$ cat src/rtl/simd_pkg.sv
package simd_pkg;
  localparam int WORD_W  = 48;
  localparam int HI_W    = 30;
  localparam int LO_W    = 18;
  localparam int SLICE_W = 12;
  localparam int N_SLICE = WORD_W / SLICE_W;

  typedef enum logic [1:0] {
    LM_FULL    = 2'b00,
    LM_HALF    = 2'b01,
    LM_QUARTER = 2'b10,
    LM_FULL_B  = 2'b11
  } lane_mode_e;
endpackage

$ cat src/rtl/simd_slice.sv
module simd_slice #(
  parameter int W = 12
) (
  input  logic [W-1:0] x_i,
  input  logic [W-1:0] y_i,
  input  logic         sub_i,
  input  logic         cin_i,
  output logic [W-1:0] s_o,
  output logic         cout_o
);
  logic [W:0] ext;

  // y + (x or ~x) + cin; subtraction is y - x via two's complement
  always_comb begin
    ext    = {1'b0, y_i} + {1'b0, x_i ^ {W{sub_i}}} + {{W{1'b0}}, cin_i};
    s_o    = ext[W-1:0];
    cout_o = ext[W];
  end
endmodule

$ cat src/rtl/simd_lane_ctrl.sv
module simd_lane_ctrl
  import simd_pkg::*;
#(
  parameter int N = 4
) (
  input  lane_mode_e   mode_i,
  output logic [N-1:0] start_o,
  output logic [N-1:0] end_o
);
  localparam int HALF = N / 2;

  logic quarter, half;
  assign quarter = (mode_i == LM_QUARTER);
  assign half    = (mode_i == LM_HALF);

  for (genvar k = 0; k < N; k++) begin : g_bnd
    assign start_o[k] = (k == 0)     | quarter | (half & (k == HALF));
    assign end_o[k]   = (k == N - 1) | quarter | (half & (k == HALF - 1));
  end
endmodule

$ cat src/rtl/simd_out_stage.sv
module simd_out_stage #(
  parameter int W       = 48,
  parameter int CW      = 4,
  parameter bit OUT_REG = 1'b1
) (
  input  logic          clk,
  input  logic          rst_n,
  input  logic          ce,
  input  logic          sclr,
  input  logic [W-1:0]  d_sum,
  input  logic [CW-1:0] d_cy,
  output logic [W-1:0]  q_sum,
  output logic [CW-1:0] q_cy
);
  if (OUT_REG) begin : g_reg
    logic [W-1:0]  sum_q, sum_nx;
    logic [CW-1:0] cy_q, cy_nx;

    always_comb begin
      sum_nx = sum_q;
      cy_nx  = cy_q;
      if (sclr) begin
        sum_nx = '0;
        cy_nx  = '0;
      end else if (ce) begin
        sum_nx = d_sum;
        cy_nx  = d_cy;
      end
    end

    always_ff @(posedge clk or negedge rst_n) begin
      if (!rst_n) begin
        sum_q <= '0;
        cy_q  <= '0;
      end else begin
        sum_q <= sum_nx;
        cy_q  <= cy_nx;
      end
    end

    assign q_sum = sum_q;
    assign q_cy  = cy_q;
  end else begin : g_comb
    assign q_sum = d_sum;
    assign q_cy  = d_cy;
  end
endmodule

$ cat src/rtl/simd_addsub.sv
module simd_addsub
  import simd_pkg::*;
#(
  parameter bit OUT_REG = 1'b1
) (
  input  logic              clk,
  input  logic              rst_n,
  input  logic              ce,
  input  logic              sclr,
  input  logic [1:0]        mode_i,
  input  logic              sub_i,
  input  logic [HI_W-1:0]   opa_hi_i,
  input  logic [LO_W-1:0]   opa_lo_i,
  input  logic [WORD_W-1:0] opc_i,
  output logic [WORD_W-1:0] result_o,
  output logic [N_SLICE-1:0] carry_o
);
  lane_mode_e          mode;
  logic [WORD_W-1:0]   opnd;
  logic [N_SLICE-1:0]  lane_start, lane_end, cin, cout;
  logic [WORD_W-1:0]   sum_nx;
  logic [N_SLICE-1:0]  cy_nx;

  assign mode = lane_mode_e'(mode_i);
  assign opnd = {opa_hi_i, opa_lo_i};

  simd_lane_ctrl #(.N(N_SLICE)) u_ctrl (
    .mode_i  (mode),
    .start_o (lane_start),
    .end_o   (lane_end)
  );

  for (genvar k = 0; k < N_SLICE; k++) begin : g_slice
    // a lane start takes the op's own carry-in; otherwise ripple from below
    if (k == 0) begin : g_first
      assign cin[k] = sub_i;
    end else begin : g_next
      assign cin[k] = lane_start[k] ? sub_i : cout[k-1];
    end

    simd_slice #(.W(SLICE_W)) u_slice (
      .x_i    (opnd[k*SLICE_W +: SLICE_W]),
      .y_i    (opc_i[k*SLICE_W +: SLICE_W]),
      .sub_i  (sub_i),
      .cin_i  (cin[k]),
      .s_o    (sum_nx[k*SLICE_W +: SLICE_W]),
      .cout_o (cout[k])
    );

    assign cy_nx[k] = lane_end[k] & cout[k];
  end

  simd_out_stage #(.W(WORD_W), .CW(N_SLICE), .OUT_REG(OUT_REG)) u_out (
    .clk   (clk),
    .rst_n (rst_n),
    .ce    (ce),
    .sclr  (sclr),
    .d_sum (sum_nx),
    .d_cy  (cy_nx),
    .q_sum (result_o),
    .q_cy  (carry_o)
  );
endmodule

$ cat config.mk
export PLATFORM = sky130hd
export DESIGN_NAME = simd_addsub
export DESIGN_NICKNAME = d
export VERILOG_FILES = /design/src/rtl/simd_pkg.sv /design/src/rtl/simd_slice.sv /design/src/rtl/simd_lane_ctrl.sv /design/src/rtl/simd_out_stage.sv /design/src/rtl/simd_addsub.sv
export SDC_FILE = /design/constraint.sdc
export NUM_CORES = 1
export LEC_CHECK = 0
export BUFFER_PORTS_ARGS = -buffer_cell sky130_fd_sc_hd__buf_4
export CORE_UTILIZATION = 54
export DETAILED_ROUTE_END_ITERATION = 7
export HOLD_SLACK_MARGIN = 0.03
export PLACE_DENSITY = 0.9
export SYNTH_ARGS = -nofsm -noshare
export SYNTH_HDL_FRONTEND = slang
export SYNTH_HIERARCHICAL = 1
export SYNTH_SLANG_ARGS = --single-unit
$ cat constraint.sdc
create_clock -name clk -period 1.05 [get_ports clk]
set_clock_uncertainty 0.2 [all_clocks]
set_input_delay 0.21 -clock clk [delete_from_list [all_inputs] [get_ports clk]]
set_output_delay 0.21 -clock clk [all_outputs]
set_load 0.005 [all_outputs]
==> results of run 1 <==
stage by stage:
| stage | setup slack [ns] | instances | utilization | hold slack, ns |
|---|---|---|---|---|
| 2_1_floorplan | -6.132 | 583 | - | -0.2856 |
| 3_3_place_gp | -6.343 | 970 | 0.7987 | 0.01422 |
| 3_5_place_dp | -6.689 | 970 | 0.7987 | 0.02183 |
| 4_1_cts | -6.127 | 1020 | 0.8892 | -0.03396 |
routing by layer:
| metal | overflow | GRT usage |
|---|---|---|
| met3 | 0 | 0.4962 |
| met1 | 0 | 0.6685 |
| met2 | 1 | 0.8425 |
| met5 | 0 | 0.2019 |
| met4 | 0 | 0.6187 |
timing repair:
action / 4_1_cts
setup buffers: 42
endpoints found under the setup margin: 104
hold buffers: 1
endpoints found under the hold margin: 58
pin swaps: 45
gates resized for setup: 108
==> metrics, run 1 <==
status stopped before the end; stopping stage global routing; error message [ERROR GRT-0232] Routing congestion too high. Check the congestion heatmap in the GUI.; CTS root buf clkbuf_8; pin count of the biggest net entering global routing 53; Die Y around 100 um; Congestion Overflow GR 1; Die W approximately 100 um; DP HPWL between 10000 and 15000 um; num rows 35; GRT Util Overall 0.6598; Clock Sinks 52; io pins about 160; GR repair worst EP u_out/q_sum[46]$_DFFE_PN0P_/D; number of CTS-inserted buffers 5; Clock Path Buffers 2; Synthesis Warnings 6; H-tree depth 2; worst endpoint type register data pin; Synthesized Nets 739; Buffers on Ports approximately 150; GP Congestion 0.9620; Initial Util 0.5654; post-placement cell area 0.007520 mm2; synthesized area 0.005324 mm2; Post-Syn Instances roughly 580; Avg Inst Size Synth 9.132 um2
==> run 2: changes to the inputs <==
- CORE_UTILIZATION: 54 -> 40
- HOLD_SLACK_MARGIN: 0.03 -> not set
- PLACE_DENSITY: 0.9 -> not set
- PLACE_DENSITY_LB_ADDON: not set -> 0.15
==> metrics, run 2 <==
post-layout util 0.6804; synth-to-layout area growth 63.24%; Die W 117.4 um; num rows 41; Routed Antenna Nets 0; drt first pass iters 5; Critical Path RT 1.07 ns; Slowest-stage cell, CP fa_2; Largest register FFs 48; Min Hold Slack 0.09747 ns; DR WL/cell between 10 and 15 um; fin crit period 7.260 ns; die area 0.01377 mm2; clk_lat worst skew 0.29 ns; Die Y between 100 and 150 um; DP HPWL 11720 um; Finish-stage setup viols 104; PwrDens 1188 mW/mm2; Clock Sinks 52; Synthesis Warnings 6; Via density between 5 and 6; longest individual stage delay on the worst path about 0.40 ns; GP Congestion roughly 0.9; # DRC 0; Core ar. 0.01277 mm2; io pins 155; Clock Path Buffers 2; Setup crit end kind register; worst vdd ir between 0.0007 and 0.0008 V; Buffers on Ports 154; number of global-route vias before repair ~5600; pin count of the biggest net entering global routing 53; Synthesized Nets between 700 and 800; status complete, but fails checks; via count around 5400; Initial Util 0.4168; Worst Setup Start Kind input pin; Setup TNS -182.45 ns; final non-filler cell total roughly 1100; RSZ-0062 raised after global routing yes; CTS tree yes; reg2reg path depth 4; share of layout cells above drive strength 1 0.4794; most frequent cells in the layout 264 x buf_4, 72 x nor2_1, 61 x buf_6, 55 x xor2_1; Crit path max-delay family adder cells; # Max-Cap Violations 0; Overall Power just over 0.01 W; violated checks negative setup slack; synthesized area 0.005324 mm2; WP buf/inv 4; clock-pin slew on the worst setup and hold paths 0.07 ns; CP dominant cell by count fa_2; min-delay worst type in2reg; commonest non-fill, non-tap cell in the layout buf_4; Min-Delay Path Depth 3; H-tree depth 2; Highest Clock Rate 0.1377 GHz; CTS root buf clkbuf_16; WS Path Type in2reg; crit path DAT 7.28 ns; CP Max Fanout 4; worst setup margin -6.210 ns; first-pass GRT wire length 26370 um; final WL between 15000 and 20000 um; antenna diode count 0; Avg Inst Size Synth 9.132 um2; number of CTS-inserted buffers 5; Cells after DPL 1014; initial antenna violation count 0; final period utilization 6.914; layout net count 1055; Final Hold Fails 0; DRT iter0 DRCs 248; Congestion Overflow GR 0; Post-Syn Instances about 600; LEAKAGE 4.425 nW; GRT Util Overall 0.2323; WP depth 38; Final Max Tran Viols 0
[run 2: what timing repair did]
| action | CTS | global route |
|---|---|---|
| pin swaps | 54 | 28 |
| setup endpoints to repair | 104 | 104 |
| setup buffers | 32 | 21 |
| gates resized for setup | 110 | 29 |
| hold endpoints to repair | 52 | 0 |
| hold buffers | 1 | 0 |
[run 2: worst paths after layout]
check / from / end / slack (ns)
max in group asynchronous: rst_n / u_out/q_sum[9] / 0.13
min in group asynchronous: rst_n / u_out/q_sum[31] / 0.22
max reg2reg: u_out/q_sum[16] / u_out/q_sum[16] / -0.10
max: sub_i / u_out/q_sum[46] / -6.21
min reg2reg: u_out/q_sum[40] / u_out/q_sum[40] / 0.35
min: sclr / u_out/q_sum[10] / 0.1
[run 2: through the flow]
step | worst slack (ns) | instance area (um2)
finish | -6.210 | 8691
global route | -6.570 | 8691
CTS | -6.150 | 8437
detailed placement | -6.616 | 7606
global placement | -6.413 | 7606
floorplan | -6.132 | 5393
[run 2: worst min-delay path, stage by stage]
cell and delay, ns:
buf_4 0.12, buf_12 0.16, nor2_1 0.05
[run 2: per-layer routing]
layer,vias to the layer above,part of all wire,GRT usage
li1,2665,-,-
met1,2589,0.44,0.2882
met2,148,0.50,0.4157
met3,22,0.047,0.03745
met4,0,0.019,0.05763
met5,-,0,0
[run 2: where the power goes]
part           total (W)  internal (W)  switching [W]
clock            0.00161      0.000870       0.000743
combinational    0.00621       0.00347        0.00274
sequential       0.00250       0.00228       0.000222
[run 2: final cells by class]
| class | count | area, um2 |
|---|---|---|
| Clock inverter | 1 | 5.005 |
| Multi-Input combinational cell | 461 | 4016 |
| Fill cell | 984 | 4083 |
| Clock buffer | 6 | 128.9 |
| Inverter | 44 | 170.2 |
| Tap cell | 172 | 215.2 |
| Timing Repair Buffer | 335 | 2854 |
| Sequential cell | 52 | 1301 |
No activity file was read; power rests on OpenSTA's default activity.
